**src/rtl/irq_entry_pkg.sv**
```systemverilog
package irq_entry_pkg;
  typedef enum logic [2:0] {
    S_IDLE, S_NMI, S_ACK, S_GAP, S_RDLO, S_RDHI, S_CALL
  } entry_state_t;
endpackage

```
**src/rtl/irq_nmi_edge.sv**
```systemverilog
module irq_nmi_edge (
  input  logic clk,
  input  logic rst,
  input  logic lvl,
  input  logic take,
  output logic hit
);
  logic lvl_q, pend_q;
  logic rise;
  assign rise = lvl & ~lvl_q;
  assign hit  = rise | pend_q;
  always_ff @(posedge clk) begin
    if (rst) begin
      lvl_q  <= 1'b0;
      pend_q <= 1'b0;
    end else begin
      lvl_q <= lvl;
      if (take)      pend_q <= 1'b0;
      else if (rise) pend_q <= 1'b1;
    end
  end
endmodule

```
**src/rtl/irq_enable_flags.sv**
```systemverilog
module irq_enable_flags #(
  parameter int MW = 2
) (
  input  logic          clk,
  input  logic          rst,
  input  logic          cmd_en,
  input  logic          ei_cmd,
  input  logic          di_cmd,
  input  logic          retn_cmd,
  input  logic          im_wr,
  input  logic [MW-1:0] im_sel,
  input  logic          take_nmi,
  input  logic          take_int,
  output logic          iff1,
  output logic          iff2,
  output logic [MW-1:0] im_mode
);
  always_ff @(posedge clk) begin
    if (rst) begin
      iff1    <= 1'b0;
      iff2    <= 1'b0;
      im_mode <= '0;
    end else if (take_nmi) begin
      iff2 <= iff1;
      iff1 <= 1'b0;
    end else if (take_int) begin
      iff1 <= 1'b0;
      iff2 <= 1'b0;
    end else if (cmd_en) begin
      if (di_cmd) begin
        iff1 <= 1'b0;
        iff2 <= 1'b0;
      end else if (ei_cmd) begin
        iff1 <= 1'b1;
        iff2 <= 1'b1;
      end else if (retn_cmd) begin
        iff1 <= iff2;
      end
      if (im_wr) im_mode <= im_sel;
    end
  end
endmodule

```
**src/rtl/irq_ack_timer.sv**
```systemverilog
module irq_ack_timer #(
  parameter int ACK_LEN = 6,
  parameter int IORQ_AT = 4,
  parameter int RFSH_AT = 5
) (
  input  logic clk,
  input  logic rst,
  input  logic start,
  output logic m1_low,
  output logic iorq_low,
  output logic rfsh_low,
  output logic sample,
  output logic done
);
  localparam int CW = $clog2(ACK_LEN + 1);
  logic [CW-1:0] cnt;
  always_ff @(posedge clk) begin
    if (rst)                        cnt <= '0;
    else if (start)                 cnt <= CW'(1);
    else if (cnt == CW'(ACK_LEN))   cnt <= '0;
    else if (cnt != '0)             cnt <= cnt + CW'(1);
  end
  assign m1_low   = (cnt != '0) && (cnt <= CW'(IORQ_AT));
  assign iorq_low = (cnt == CW'(IORQ_AT));
  assign rfsh_low = (cnt == CW'(RFSH_AT));
  assign sample   = iorq_low;
  assign done     = (cnt == CW'(ACK_LEN));
endmodule

```
**src/rtl/irq_entry_ctrl.sv**
```systemverilog
module irq_entry_ctrl
  import irq_entry_pkg::*;
#(
  parameter int DW      = 8,
  parameter int MW      = 2,
  parameter int ACK_LEN = 6,
  parameter int IORQ_AT = 4,
  parameter int RFSH_AT = 5,
  parameter int NMI_VEC = 16'h0066,
  parameter int RST_VEC = 16'h0038
) (
  input  logic            clk,
  input  logic            rst,
  input  logic            nmi_in,
  input  logic            int_req,
  input  logic [DW-1:0]   bus_data,
  input  logic [DW-1:0]   i_page,
  input  logic            ei_cmd,
  input  logic            di_cmd,
  input  logic            retn_cmd,
  input  logic            im_wr,
  input  logic [MW-1:0]   im_sel,
  output logic            m1_n,
  output logic            iorq_n,
  output logic            rfsh_n,
  output logic            halt_release,
  output logic            vec_rd_req,
  output logic [2*DW-1:0] vec_rd_addr,
  input  logic            vec_rd_ack,
  input  logic [DW-1:0]   vec_rd_data,
  output logic            call_req,
  output logic [2*DW-1:0] call_addr,
  input  logic            call_ack,
  output logic            op_inject,
  output logic [DW-1:0]   op_byte,
  output logic            iff1,
  output logic            iff2,
  output logic [MW-1:0]   im_mode,
  output logic            busy
);
  localparam int AW = 2 * DW;

  entry_state_t st;
  logic [DW-1:0] vbyte_q, page_q;
  logic [AW-1:0] tgt_q, tbl_base;
  logic          inj_q;
  logic          nmi_hit, take_nmi, take_int, cmd_en;
  logic          t_m1, t_iorq, t_rfsh, t_sample, t_done;

  assign take_nmi = (st == S_IDLE) && nmi_hit;
  assign take_int = (st == S_IDLE) && !nmi_hit && int_req && iff1;
  assign cmd_en   = (st == S_IDLE) && !take_nmi && !take_int;

  irq_nmi_edge u_edge (
    .clk(clk), .rst(rst), .lvl(nmi_in), .take(take_nmi), .hit(nmi_hit)
  );

  irq_enable_flags #(.MW(MW)) u_flags (
    .clk(clk), .rst(rst), .cmd_en(cmd_en), .ei_cmd(ei_cmd), .di_cmd(di_cmd),
    .retn_cmd(retn_cmd), .im_wr(im_wr), .im_sel(im_sel),
    .take_nmi(take_nmi), .take_int(take_int),
    .iff1(iff1), .iff2(iff2), .im_mode(im_mode)
  );

  irq_ack_timer #(.ACK_LEN(ACK_LEN), .IORQ_AT(IORQ_AT), .RFSH_AT(RFSH_AT)) u_timer (
    .clk(clk), .rst(rst), .start(take_int),
    .m1_low(t_m1), .iorq_low(t_iorq), .rfsh_low(t_rfsh),
    .sample(t_sample), .done(t_done)
  );

  always_ff @(posedge clk) begin
    if (rst) begin
      st      <= S_IDLE;
      vbyte_q <= '0;
      page_q  <= '0;
      tgt_q   <= '0;
      inj_q   <= 1'b0;
    end else begin
      inj_q <= 1'b0;
      case (st)
        S_IDLE: begin
          if (take_nmi)      st <= S_NMI;
          else if (take_int) st <= S_ACK;
        end
        S_NMI: begin
          tgt_q <= AW'(NMI_VEC);
          st    <= S_CALL;
        end
        S_ACK: begin
          if (t_sample) begin
            vbyte_q <= bus_data;
            page_q  <= i_page;
          end
          if (t_done) begin
            if (im_mode == MW'(0)) begin
              inj_q <= 1'b1;
              st    <= S_IDLE;
            end else if (im_mode == MW'(2)) begin
              st <= S_GAP;
            end else begin
              tgt_q <= AW'(RST_VEC);
              st    <= S_CALL;
            end
          end
        end
        S_GAP: st <= S_RDLO;
        S_RDLO: if (vec_rd_ack) begin
          tgt_q[DW-1:0] <= vec_rd_data;
          st            <= S_RDHI;
        end
        S_RDHI: if (vec_rd_ack) begin
          tgt_q[AW-1:DW] <= vec_rd_data;
          st             <= S_CALL;
        end
        S_CALL: if (call_ack) st <= S_IDLE;
        default: st <= S_IDLE;
      endcase
    end
  end

  assign tbl_base     = {page_q, vbyte_q};
  assign vec_rd_addr  = tbl_base + AW'(st == S_RDHI);
  assign vec_rd_req   = (st == S_RDLO) || (st == S_RDHI);
  assign m1_n         = !(t_m1 || (st == S_NMI));
  assign iorq_n       = !t_iorq;
  assign rfsh_n       = !t_rfsh;
  assign halt_release = (st == S_NMI);
  assign call_req     = (st == S_CALL);
  assign call_addr    = tgt_q;
  assign op_inject    = inj_q;
  assign op_byte      = vbyte_q;
  assign busy         = (st != S_IDLE);
endmodule

```
**config.mk**
```make
export PLATFORM = sky130hd
export DESIGN_NAME = irq_entry_ctrl
export DESIGN_NICKNAME = d
export VERILOG_FILES = /design/src/rtl/irq_entry_pkg.sv /design/src/rtl/irq_nmi_edge.sv /design/src/rtl/irq_enable_flags.sv /design/src/rtl/irq_ack_timer.sv /design/src/rtl/irq_entry_ctrl.sv
export SDC_FILE = /design/constraint.sdc
export NUM_CORES = 1
export LEC_CHECK = 0
export BUFFER_PORTS_ARGS = -buffer_cell sky130_fd_sc_hd__buf_2
export CORE_MARGIN = 3
export CORE_UTILIZATION = 45
export CTS_BUF_LIST = sky130_fd_sc_hd__clkbuf_8 sky130_fd_sc_hd__clkbuf_16
export CTS_CLUSTER_SIZE = 8
export DETAILED_ROUTE_END_ITERATION = 10
export GPL_TIMING_DRIVEN = 0
export PLACE_DENSITY = 0.74
export SETUP_SLACK_MARGIN = 0.1
export SYNTH_ARGS = -nofsm -noshare
export SYNTH_HDL_FRONTEND = slang
export SYNTH_SLANG_ARGS = --single-unit
```
**constraint.sdc**
```tcl
create_clock -name clk -period 2.4 [get_ports clk]
set_input_delay 0.12 -clock clk [delete_from_list [all_inputs] [get_ports clk]]
set_output_delay 0.12 -clock clk [all_outputs]
set_load 0.01 [all_outputs]
```
==> out/qor.csv <==
stage,metric,value,unit
routing,top_signal_layer_used,met4,
global_routing,global_route.usage.total,19.17,%
synth,synth_area,0.002340,mm2
synth,main_combinational_cell_family_by_area_after_synthesis,simple AND/OR/NAND/NOR gates,
placed_design,placed_cell_area,0.002859,mm2
synth,synth_enable_flop_cells,0,
worst_hold_path,hp-class,input port to register,
sta,worst_slew_pin_slew,0.6507,ns
sta,finalHoldViolations,0,
critical_path,critical_path.cell_chain,nor2b_4 -> and2_4 -> ha_4 -> nand3_2 -> nor3_4 -> and3_4 -> xor2_1 -> buf_2,
critical_path,critical-path-slowest-cell,dfxtp_4,
routing,met2RoutedLength,2816,um
cts,cts_hold_buf,0,
synth,dominant_register_cell_in_the_synthesized_netlist,dfxtp_1,
finish,final_area,0.003090,mm2
placed_design,half_perimeter_wire_length_after_placement,4434,um
finish,finalNonFillerCells,427,
synth,synth_simple_gate_area_share,24.76,%
placed_design,dpl_cells,415,
synth,synth.top_cells.by_count,"45 x dfxtp_1, 34 x nor2_1, 17 x mux2i_1, 14 x a21oi_1, 13 x nand3_1",
cts,cts_tree,built,
synth,postSynthRegisterBits,45,
die,start_util,47.95,%
synth,post-synth-top-area-cell,dfxtp_1,
routing,final_antenna_net_count,0,
finish,antenna_cells_inserted,0,
cts,htree_levels,2,
cts,clock_sinks,45,
finish,num-fill-cells,437,
sta,grt_setup_unrepaired,no,
pwr,peakVddDrop,483.5,uV
sta,min_period,2.174,ns
pwr,leakagePower,1.353,nW
sta,fmax,460.0,MHz
cts,clockBufferDepth,2,
critical_path,timing.critical_path.slowest_cell_delay,0.39,ns
cts,tritoncts.num_buffers,5,
critical_path,endpoint_kind,primary output,
synth,synth-compound-area-share,13.85,%
global_routing,grt_pass1_wl,9625,um
synth,synth_area_leaders,"dfxtp_1 39%, mux2i_1 7.3%, nor2_1 5.5%",
die,io_pins,88,
sta,slew_headroom,56.62,%
synth,synthesis.instances,261,
synth,synth_fa_ha_area_share,4.278,%
finish,layout_cells_sized_above_1,35.00,%
routing,wl_per_cell,13.79,um
placed_design,pre_cts_slack,-0.04071,ns
sta,period_share,90.58,%
cts,root_buffer,clkbuf_8,
synth,synth_warnings,0,
global_routing,grt_pass1_vias,2114,
run,cap_viol_max_count,0,
synth,synth_async_sr_flop_share,0,%
routing,dr.pass1.iters,4,
global_routing,grt_overflow,0,
critical_path,critical_path_arrival,2.05,ns
sta,final_number_of_setup_violating_endpoints,0,
synth,syn_area_per_cell,8.965,um2
routing,dr_total_vias,2246,
finish,finalNetCount,403,
routing,drc_violations,0,
routing,wl_met1,2695,um
pwr,power.density_cell_area,832.9,mW/mm2
die,dieHeight,78.11,um
global_routing,grt_start_max_net_pins,16,
synth,post_synth_mux_area_share,7.273,%
synth,post_synth_xor_area_fraction,5.989,%
placed_design,gp_congestion,0.7897,
routing,detailedRoute.firstIterationViolations,93,
critical_path,cp_max_fo,5,
placed_design,numPortBuffers,87,
sta,minimum_hold_slack,0.04404,ns
sta,final-max-slew-violation-count,0,
finish,layout.area.seq,908.4,um2
die,die_width,78.11,um
synth,syn-num-nets,305,
finish,area.growth.synth_to_final,32.09,%
critical_path,critical_path.top_delay_family,simple AND/OR/NAND/NOR gates,
die,die_footprint,0.006100,mm2
routing,detail_route.wirelength,5888,um
synth,synthDominantCellAreaShare,38.50,%
synth,synth.most_common_cell,dfxtp_1,
die,placeableCoreArea,0.004880,mm2
critical_path,startpoint_type,register,
die,num_rows,25,
routing,wl_met3,307,um
critical_path,crit_required,2.28,ns
outcome,run_status,"complete, no violations",
cts,clkSlewWorstSetupHoldPaths,0.09,ns
finish,area_of_the_multi_input_gates,0.001390,mm2
finish,finish.utilization,63.33,%
critical_path,cp.buffers_inverters,1,
critical_path,worst-r2r-setup-slack,0.50,ns
sta,setup_ws,0.2261,ns
global_routing,number_of_antenna_violations_at_the_first_check_in_global_routing,0,
critical_path,crit_type,register to primary output,
routing,viasPerCell,5.260,
synth,synth.lib_cells_used.distinct,48,
cts,clock_insertion_delay_at_the_later_pin_of_the_skew_report,0.30,ns
synth,synth-seq-area-share,38.50,%
sta,fin_skew,0.007081,ns
==> per-stage QoR <==
step / total power, mW / setup TNS, ns
6_report: 2.574 / 0
5_1_grt: 2.742 / 0
4_1_cts: 2.544 / 0
3_5_place_dp: 1.948 / -0.06281
3_3_place_gp: 1.925 / -0.02358
2_1_floorplan: 1.648 / 0
==> state kept, by name, indices dropped and copies added (netlist names) <==
signal and count:
u_flags.im_mode 2, u_flags.iff2 1, op_inject 1, u_edge.lvl_q 1, u_edge.pend_q 1, call_addr 16, st 3, page_q 8
u_timer.cnt 3, op_byte 8, u_flags.iff1 1
==> cell type report <==
type,instances,share of cell area (%)
sequential,45,29.39
multi-input combinational,189,44.98
clock buffer,5,2.227
inverter,13,1.579
tap,67,2.713
clock inverter,3,1.498
timing repair buffer,91,15.06
buffer,14,2.551
==> cell families after synthesis <==
kind of cell	after synthesis
AOI/OAI and AO/OA	42
adders and majority gates	8
DFF	45
muxes	17
xor gates and xnor gates	16
buffers and inverters	27
and+or+nand+nor	106
==> path summary, 6_finish.rpt <==
kind / startpoint / end / depth (start not counted)
hold reg to reg: call_addr[6] / call_addr[6] / 2
setup / recovery: st[2] / vec_rd_addr[9] / 8
setup reg to reg: st[0] / u_flags.im_mode[1] / 6
hold / removal: nmi_in / u_edge.lvl_q / 2
==> layer usage <==
metal	vias to the layer above	global-route usage (%)
met1	1049	24.89
met3	8	4.587
met4	0	5.594
met2	68	31.68
met5	-	0
li1	1121	-
==> what timing repair did <==
action,4_1_cts,5_1_grt
setup endpoints to repair,11,10
gates resized for setup,9,11
buffers inserted,1,3
pin swaps,2,3
==> placed cells by master (no fill, tap or decap), types with 4 or more instances in the layout <==
cell type / instances
buf_2: 90
dfxtp_1: 43
nor2_1: 33
mux2i_1: 17
a21oi_1: 14
inv_1: 12
xnor2_1: 12
nand2_1: 12
nand3_1: 11
a32oi_1: 8
buf_4: 7
or3_1: 6
clkbuf_1: 6
ha_1: 6
and3_1: 5
clkbuf_8: 5
xor2_1: 4
nor2b_1: 4
nor4_1: 4
==> power by group <==
group / internal, mW / switching (mW)
Sequential: 0.870 / 0.116
Clock: 0.312 / 0.267
Combinational: 0.452 / 0.557
Power figures use the tool's default switching activity.
